<file path="config.mk">
export PLATFORM = sky130hd
export DESIGN_NAME = tof_seq
export DESIGN_NICKNAME = d
export VERILOG_FILES = /design/src/rtl/tof_seq_pkg.sv /design/src/rtl/tof_seq_dp.sv /design/src/rtl/tof_seq_ctrl.sv /design/src/rtl/tof_seq.sv
export SDC_FILE = /design/constraint.sdc
export NUM_CORES = 1
export LEC_CHECK = 0
export ABC_AREA = 1
export BUFFER_PORTS_ARGS = -buffer_cell sky130_fd_sc_hd__buf_2
export CAP_MARGIN = 10
export CORE_ASPECT_RATIO = 1.1
export CORE_MARGIN = 1.5
export CORE_UTILIZATION = 38
export DETAILED_ROUTE_END_ITERATION = 10
export SLEW_MARGIN = 20
export SYNTH_ARGS = -nofsm -noshare
export SYNTH_HDL_FRONTEND = slang
export SYNTH_HIERARCHICAL = 1
export SYNTH_SLANG_ARGS = --single-unit
</file>
<file path="constraint.sdc">
create_clock -name clk -period 6 [get_ports clk]
set_input_delay 0.3 -clock clk [delete_from_list [all_inputs] [get_ports clk]]
set_output_delay 0.3 -clock clk [all_outputs]
set_load 0.02 [all_outputs]
</file>
<file path="src/rtl/tof_seq_pkg.sv">
package tof_seq_pkg;

  typedef enum logic [2:0] {
    ST_IDLE,
    ST_CAL,
    ST_RST,
    ST_INT,
    ST_RD
  } seqState_t;

  // which limit the shared timer compares against
  typedef enum logic [1:0] {
    SEG_CAL,
    SEG_RST,
    SEG_INT,
    SEG_RD
  } seg_t;

  // strobes from control to datapath
  typedef struct packed {
    logic load;
    logic tmrClr;
    logic grpInc;
    logic grpClr;
    logic phInc;
    logic phClr;
    logic psInc;
    logic psClr;
    seg_t seg;
  } seqStb_t;

endpackage

</file>
<file path="src/rtl/tof_seq_dp.sv">
module tof_seq_dp
  import tof_seq_pkg::*;
#(
  parameter int CNT_W    = 24,
  parameter int PIX_W    = 15,
  parameter int PH_W     = 6,
  parameter int AVG_W    = 9,
  parameter int SEL_HALF = 6,
  localparam int GRP_W   = PIX_W - 3
) (
  input  logic             clk,
  input  logic             rstN,
  input  seqStb_t          stb,
  input  logic [CNT_W-1:0] calLen,
  input  logic [CNT_W-1:0] rstLen,
  input  logic [CNT_W-1:0] intLen,
  input  logic [PIX_W-1:0] pixCount,
  input  logic [PH_W-1:0]  phaseCount,
  input  logic [AVG_W-1:0] avgCount,
  output logic             tLast,
  output logic             grpLast,
  output logic             phLast,
  output logic             psLast,
  output logic             selHi,
  output logic [PH_W-1:0]  phaseIdx,
  output logic [GRP_W-1:0] groupIdx,
  output logic [AVG_W-1:0] passIdx
);

  localparam logic [CNT_W-1:0] SEL_HALF_C = CNT_W'(SEL_HALF);
  localparam logic [CNT_W-1:0] RD_LIM     = CNT_W'(2 * SEL_HALF - 1);

  logic [CNT_W-1:0] calLim, rstLim, intLim, tmr, curLim;
  logic [GRP_W-1:0] grpLim;
  logic [PH_W-1:0]  phLim;
  logic [AVG_W-1:0] psLim;
  logic [GRP_W-1:0] grpRaw;

  assign grpRaw = pixCount[PIX_W-1:3];

  // configuration snapshot, stored as last index (zero acts as one)
  always_ff @(posedge clk or negedge rstN) begin
    if (!rstN) begin
      calLim <= '0;
      rstLim <= '0;
      intLim <= '0;
      grpLim <= '0;
      phLim  <= '0;
      psLim  <= '0;
    end else if (stb.load) begin
      calLim <= (calLen == '0) ? '0 : calLen - 1'b1;
      rstLim <= (rstLen == '0) ? '0 : rstLen - 1'b1;
      intLim <= (intLen == '0) ? '0 : intLen - 1'b1;
      grpLim <= (grpRaw == '0) ? '0 : grpRaw - 1'b1;
      phLim  <= (phaseCount == '0) ? '0 : phaseCount - 1'b1;
      psLim  <= (avgCount == '0) ? '0 : avgCount - 1'b1;
    end
  end

  always_comb begin
    unique case (stb.seg)
      SEG_CAL: curLim = calLim;
      SEG_RST: curLim = rstLim;
      SEG_INT: curLim = intLim;
      default: curLim = RD_LIM;
    endcase
  end

  always_ff @(posedge clk or negedge rstN) begin
    if (!rstN)           tmr <= '0;
    else if (stb.tmrClr) tmr <= '0;
    else                 tmr <= tmr + 1'b1;
  end

  always_ff @(posedge clk or negedge rstN) begin
    if (!rstN)           groupIdx <= '0;
    else if (stb.grpClr) groupIdx <= '0;
    else if (stb.grpInc) groupIdx <= groupIdx + 1'b1;
  end

  always_ff @(posedge clk or negedge rstN) begin
    if (!rstN)          phaseIdx <= '0;
    else if (stb.phClr) phaseIdx <= '0;
    else if (stb.phInc) phaseIdx <= phaseIdx + 1'b1;
  end

  always_ff @(posedge clk or negedge rstN) begin
    if (!rstN)          passIdx <= '0;
    else if (stb.psClr) passIdx <= '0;
    else if (stb.psInc) passIdx <= passIdx + 1'b1;
  end

  assign tLast   = (tmr == curLim);
  assign selHi   = (tmr < SEL_HALF_C);
  assign grpLast = (groupIdx == grpLim);
  assign phLast  = (phaseIdx == phLim);
  assign psLast  = (passIdx == psLim);

endmodule

</file>
<file path="src/rtl/tof_seq_ctrl.sv">
module tof_seq_ctrl
  import tof_seq_pkg::*;
(
  input  logic    clk,
  input  logic    rstN,
  input  logic    start,
  input  logic    tLast,
  input  logic    grpLast,
  input  logic    phLast,
  input  logic    psLast,
  input  logic    selHi,
  output seqStb_t stb,
  output logic    sensCalib,
  output logic    sensReset,
  output logic    clkEnable,
  output logic    selStrobe,
  output logic    done
);

  seqState_t state, nxt;
  logic      doneNxt;

  always_comb begin
    stb     = '0;
    nxt     = state;
    doneNxt = 1'b0;
    unique case (state)
      ST_IDLE: begin
        stb.seg = SEG_CAL;
        if (start) begin
          stb.load   = 1'b1;
          stb.tmrClr = 1'b1;
          stb.grpClr = 1'b1;
          stb.phClr  = 1'b1;
          stb.psClr  = 1'b1;
          nxt        = ST_CAL;
        end
      end
      ST_CAL: begin
        stb.seg = SEG_CAL;
        if (tLast) begin
          stb.tmrClr = 1'b1;
          nxt        = ST_RST;
        end
      end
      ST_RST: begin
        stb.seg = SEG_RST;
        if (tLast) begin
          stb.tmrClr = 1'b1;
          nxt        = ST_INT;
        end
      end
      ST_INT: begin
        stb.seg = SEG_INT;
        if (tLast) begin
          stb.tmrClr = 1'b1;
          stb.grpClr = 1'b1;
          nxt        = ST_RD;
        end
      end
      default: begin
        stb.seg = SEG_RD;
        if (tLast) begin
          stb.tmrClr = 1'b1;
          if (!grpLast) begin
            stb.grpInc = 1'b1;
          end else begin
            stb.grpClr = 1'b1;
            nxt        = ST_CAL;
            if (!phLast) begin
              stb.phInc = 1'b1;
            end else begin
              stb.phClr = 1'b1;
              if (!psLast) begin
                stb.psInc = 1'b1;
              end else begin
                nxt     = ST_IDLE;
                doneNxt = 1'b1;
              end
            end
          end
        end
      end
    endcase
  end

  always_ff @(posedge clk or negedge rstN) begin
    if (!rstN) begin
      state <= ST_IDLE;
      done  <= 1'b0;
    end else begin
      state <= nxt;
      done  <= doneNxt;
    end
  end

  assign sensCalib = (state == ST_CAL) || (state == ST_RST);
  assign sensReset = (state == ST_RST);
  assign clkEnable = (state == ST_INT);
  assign selStrobe = (state == ST_RD) && selHi;

endmodule

</file>
<file path="src/rtl/tof_seq.sv">
module tof_seq
  import tof_seq_pkg::*;
#(
  parameter int CNT_W    = 24,
  parameter int PIX_W    = 15,
  parameter int PH_W     = 6,
  parameter int AVG_W    = 9,
  parameter int SEL_HALF = 6
) (
  input  logic             clk,
  input  logic             rstN,
  input  logic             start,
  input  logic [CNT_W-1:0] calLen,
  input  logic [CNT_W-1:0] rstLen,
  input  logic [CNT_W-1:0] intLen,
  input  logic [PIX_W-1:0] pixCount,
  input  logic [PH_W-1:0]  phaseCount,
  input  logic [AVG_W-1:0] avgCount,
  output logic             sensCalib,
  output logic             sensReset,
  output logic             clkEnable,
  output logic             selStrobe,
  output logic [PH_W-1:0]  phaseIdx,
  output logic [PIX_W-4:0] groupIdx,
  output logic [AVG_W-1:0] passIdx,
  output logic             done
);

  seqStb_t stb;
  logic    tLast, grpLast, phLast, psLast, selHi;

  tof_seq_ctrl ctrl_i (
    .clk      (clk),
    .rstN     (rstN),
    .start    (start),
    .tLast    (tLast),
    .grpLast  (grpLast),
    .phLast   (phLast),
    .psLast   (psLast),
    .selHi    (selHi),
    .stb      (stb),
    .sensCalib(sensCalib),
    .sensReset(sensReset),
    .clkEnable(clkEnable),
    .selStrobe(selStrobe),
    .done     (done)
  );

  tof_seq_dp #(
    .CNT_W   (CNT_W),
    .PIX_W   (PIX_W),
    .PH_W    (PH_W),
    .AVG_W   (AVG_W),
    .SEL_HALF(SEL_HALF)
  ) dp_i (
    .clk       (clk),
    .rstN      (rstN),
    .stb       (stb),
    .calLen    (calLen),
    .rstLen    (rstLen),
    .intLen    (intLen),
    .pixCount  (pixCount),
    .phaseCount(phaseCount),
    .avgCount  (avgCount),
    .tLast     (tLast),
    .grpLast   (grpLast),
    .phLast    (phLast),
    .psLast    (psLast),
    .selHi     (selHi),
    .phaseIdx  (phaseIdx),
    .groupIdx  (groupIdx),
    .passIdx   (passIdx)
  );

endmodule

</file>
# Word-level counts from Yosys, hierarchy flattened
# Index checks and enable logic that the tools add are counted.
[op_classes]
n_addsub = 10
magnitude_cmp = 1
n_eq_ne = 14
n_mux = 46
n_reduce_logical = 20
[op_table]
columns = ["op", "n"]
rows = [
  ["$mux 24", 4],
  ["$logic_not 24->1", 3],
  ["$pmux 24 s3", 1],
  ["$sub 24x1->24 const B", 3],
  ["$mux 12", 3],
  ["$mux 9", 3],
  ["$add 24x1->24 const B", 1],
  ["$eq 24x24->1", 1],
  ["$lt 24x3->1 const B", 1],
  ["$mux 6", 4],
  ["$mux 3", 7],
  ["$mux 1", 16],
  ["$add 12x1->12 const B", 1],
  ["$eq 12x12->1", 1],
  ["$logic_not 12->1", 1],
  ["$pmux 3 s4", 1],
  ["$sub 12x1->12 const B", 1],
  ["$add 9x1->9 const B", 1],
  ["$eq 9x9->1", 1],
  ["$logic_not 9->1", 1],
  ["$sub 9x1->9 const B", 1],
  ["$reduce_bool 2->1", 4],
  ["$add 6x1->6 const B", 1],
  ["$eq 3x2->1 const B", 2],
  ["other kinds (23)", 28],
]
[totals]
ff_bits = 154
inputBits = 105
output_inout_bits = 32
word_cells = 103

# Longest topological paths before layout
[logic_depth]
word_depth = 10
ltp_mapped = 24
mapped_depth_nobuf = 23

# Cells and area by module
# The synthesis kept the hierarchy.
[modules_own_cells]
columns = ["mod", "n_inst", "cells_each", "area_per_inst_um2", "seq_area_each_um2"]
rows = [
  ["tof_seq_dp", 1, 1364, 9542.9, 3753.6],
  ["tof_seq_ctrl", 1, 49, 305.3, 100.1],
]

# Least setup slack after synthesis
# Ideal clock, no wire load.
[synth_path]
path_kind = "register -> register"
start = "register ctrl_i.state[1]"
end = "register dp_i.groupIdx[7]"
t_arrival_ps = 3012
required_time_ps = 5877
path_slack_ps = 2865
path_stages_with_launch = 21
n_path_buf = 0
path_cell_list = "dfrtp_1 inv_1 o21ai_0 inv_2 nor2_1 nand2_1 nand3_1 xor2_1 nand2_1 nor2_1 nand2_1 nor2_1 inv_1 nor2_1 nor2_1 nor2_1 nand3_1 nor3_1 nand2_1 o21ai_0 a21oi_1"
[synth_rtl]
columns = ["item", "line", "text"]
rows = [
  ["start, declared", "tof_seq_ctrl.sv:20", "seqState_t state, nxt;"],
  ["start signal, assigned", "tof_seq_ctrl.sv:92", "state <= nxt;"],
  ["end signal, assigned", "tof_seq_dp.sv:78", "else if (stb.grpInc) groupIdx <= groupIdx + 1'b1;"],
  ["end, declared", "tof_seq_dp.sv:26", "output logic [GRP_W-1:0] groupIdx,"],
]

==> run metrics <==
Die H=between 150 and 200 microns; Syn Nets=roughly 1.5k; DR vias/cell=about 5.0; synthesized cell area=around 0.01 sq mm; CTS tree=done; period utilization=82.5%; minimum clock period=approximately 5 ns; Max-Cap Viols=0; post-cts sizing count=0; Worst R2R Path Depth=22; Hold Violations, Final=5; type of origin of the critical path=register; Initial Util=approximately two fifths; Buf/Inv on CP=2; total number of vias=approximately 9.5k; class of the worst hold path=input pin to async pin; Clock transition at path regs=about 0.08 ns; Pwr Density=between 150 and 200 mW/mm^2; final count of negative-setup-slack endpoints=0; Slew Limit Fails=0; GPL Wtd Cong=0.909; DR WL/cell=approximately 14 microns; Max rail drop VDD=186 uV; DR pass1 iterations=5; slew margin rel.=36.3%; die area=between 0.02 and 0.03 sq mm; IO buf count=about 130; DRC=0; initial antenna violation count=0; total grt overflow=0; Static Leak=5.65 nW; area growth from synthesis to final layout=16.0%; crit-path max FO=24; CTS Buffer Depth=2; total power=2.21 mW; Top Family by Delay on Critical Path=simple AND/OR/NAND/NOR gates; Worst Tran Pin Value=about 0.95 ns; Yosys reg bits=154; final wirelength=roughly 26 mm; Post-CTS Setup Repair Bufs=0; H-Tree Depth=4; syn avg cell area=about 7 sq um; Yosys warning count=6; crit-path max cell delay=between 0.9 and 1 ns; most common cell after layout, fill and taps aside=nand2_1; Hold Buf Count CTS=0; CTS buffer count=17; Worst Setup End Kind=register; f_max=slightly above 0.2 GHz; vias in the first global route=slightly below 9k; Levels on crit path=22; Setup CP Type=register to register; CP max-delay cell=nor2_2; Final Skew=0.0168 ns; gr usage total=around 20%; count of cell types in the netlist=38; Final ANT Viol Nets=0; worst skew pair latency=0.43 ns; largest net degree at the start of global routing=~110; status=finished with violations; Setup TNS Final=0 ns; share of cells above drive strength 1=between 10% and 20%; leading cell types in the layout, fill and taps excluded=nand2_1 (402), nor2_1 (166), dfrtp_1 (154); met1 usage=roughly 28%; Core Rows=61; post-synthesis cell count=1413; # diodes=0; met3 GRT Util=just under 3%; GRT busiest layer=met2; failing checks=hold timing; Worst EP arrival=about 5.3 ns; CP Cell Sequence=inv_2 -> nand3_1 -> nand2_1 -> nor2_2 -> nand2_1 -> nand4_1 -> nand2_1 -> nor2_1 -> nand2_1 -> nor2_1 -> nand2_1 -> nor2_1 -> inv_1 -> nor2_1 -> nor2_1 -> nor2_1 -> nand3_1 -> nor3_1 -> nand4_1 -> nand2_1 -> nand2_1 -> nor2_1; register area share after synthesis=between 30% and 40%; I/O pin total=approximately 140; fin nets=1658; post-DP HPWL=about 20 mm; first-pass GRT wire length=43.6 mm; worst path required time=about 6.4 ns; WHS=-0.0214 ns; Root Driver=clkbuf_16; Die X=about 160 microns; area of the core=approximately 0.025 sq mm; clk sink count=154; grt met2 use=roughly 33%; unrepaired setup endpoints after global routing=false; DRT iter0 DRCs=811
==> metal layers <==
layer,share of wire (%),up-vias
met3,4.7,28
met4,1.3,0
met5,0,-
li1,-,4844
met2,46,238
met1,47,4370
==> synth_stat cells <==
cell	count	area (sq um)
o21bai_1	3	22.5
nor3_1	36	180
a31oi_1	4	25.0
nand2_1	402	1510
xor2_1	46	403
or2_2	7	43.8
nand3_1	133	666
xnor2_1	33	289
a21oi_1	33	165
ha_1	15	188
inv_2	4	15.0
nor3_2	1	10.0
inv_1	149	559
and2_1	3	18.8
buf_2	11	55.1
dfrtp_1	154	3850
nand3b_1	1	7.51
nor2_2	7	43.8
nor4b_1	1	8.76
nand3_2	3	30.0
o22ai_1	10	62.6
or2_4	1	8.76
and3_1	1	6.26
nor2_4	4	45.0
o31ai_1	2	15.0
o21ai_0	87	435
a211oi_1	2	15.0
nor3b_1	2	15.0
o21a_1	1	7.51
o21ai_1	5	25.0
clkinv_1	1	3.75
nor2_1	166	623
a21o_1	2	15.0
clkbuf_1	19	71.3
nand4_1	57	357
nor4_1	4	25.0
a31o_2	2	17.5
buf_4	1	7.51
==> cells by family (layout without fill, tap and decap cells) <==
logic type / Yosys count / after routing / synth area share [%]
xor+xnor: 79 / 79 / 7.03
buf+inv: 185 / 323 / 7.23
simple gates: 829 / 829 / 36.5
fa+ha+maj: 15 / 15 / 1.91
flops: 154 / 154 / 39.1
compound gates: 151 / 151 / 8.18
==> path summary, 6_finish.rpt <==
kind / start / slack (ns) / end
worst max-delay path: ctrl_i/state[2] / 1.05 / dp_i/groupIdx[9]
worst min-delay path: rstN / -0.02 / dp_i/intLim[23]
worst max register to register: ctrl_i/state[2] / 1.05 / dp_i/groupIdx[9]
worst min register to register: dp_i/intLim[6] / 0.49 / dp_i/intLim[6]
max in group asynchronous: rstN / 4.80 / dp_i/tmr[19]
min in group clk: calLen[0] / 0.08 / dp_i/calLim[0]
==> report_power, final <==
group | total (mW) | internal, mW | switching, mW
Combinational | 0.149 | 0.0552 | 0.0942
Clock | 1.02 | 0.547 | 0.477
Sequential | 1.04 | 1.04 | 0
==> through the flow <==
step	setup slack [ns]	cells	instance area, sq um	util (%)	hold slack (ns)
after floorplan	2.86	1413	9850	-	0.00441
after global placement	1.28	1865	10900	42.8	0.469
after detailed placement	1.25	1865	10900	42.8	0.466
after CTS	1.20	1897	11400	45.0	0.0624
after global routing	0.484	1897	11400	45.1	0.0689
final	1.05	1897	11400	45.1	-0.0214
==> sequential cells by signal, summed over array words and instances, names as in the netlist, 9 cells and up <==
name,cells
dp_i/passIdx,9
dp_i/tmr,24
dp_i/groupIdx,12
dp_i/rstLim,24
dp_i/psLim,9
dp_i/intLim,24
dp_i/grpLim,12
dp_i/calLim,24
==> cell type report <==
| type | instances | area, sq um |
|---|---|---|
| Fill cell | 2667 | 13900 |
| Multi-Input combinational cell | 1074 | 5300 |
| Sequential cell | 154 | 3850 |
| Timing Repair Buffer | 137 | 704 |
| Inverter | 154 | 578 |
| Tap cell | 346 | 433 |
| Clock buffer | 18 | 429 |
| Clock inverter | 14 | 126 |
Note: power is estimated with default switching activity, not from simulation.
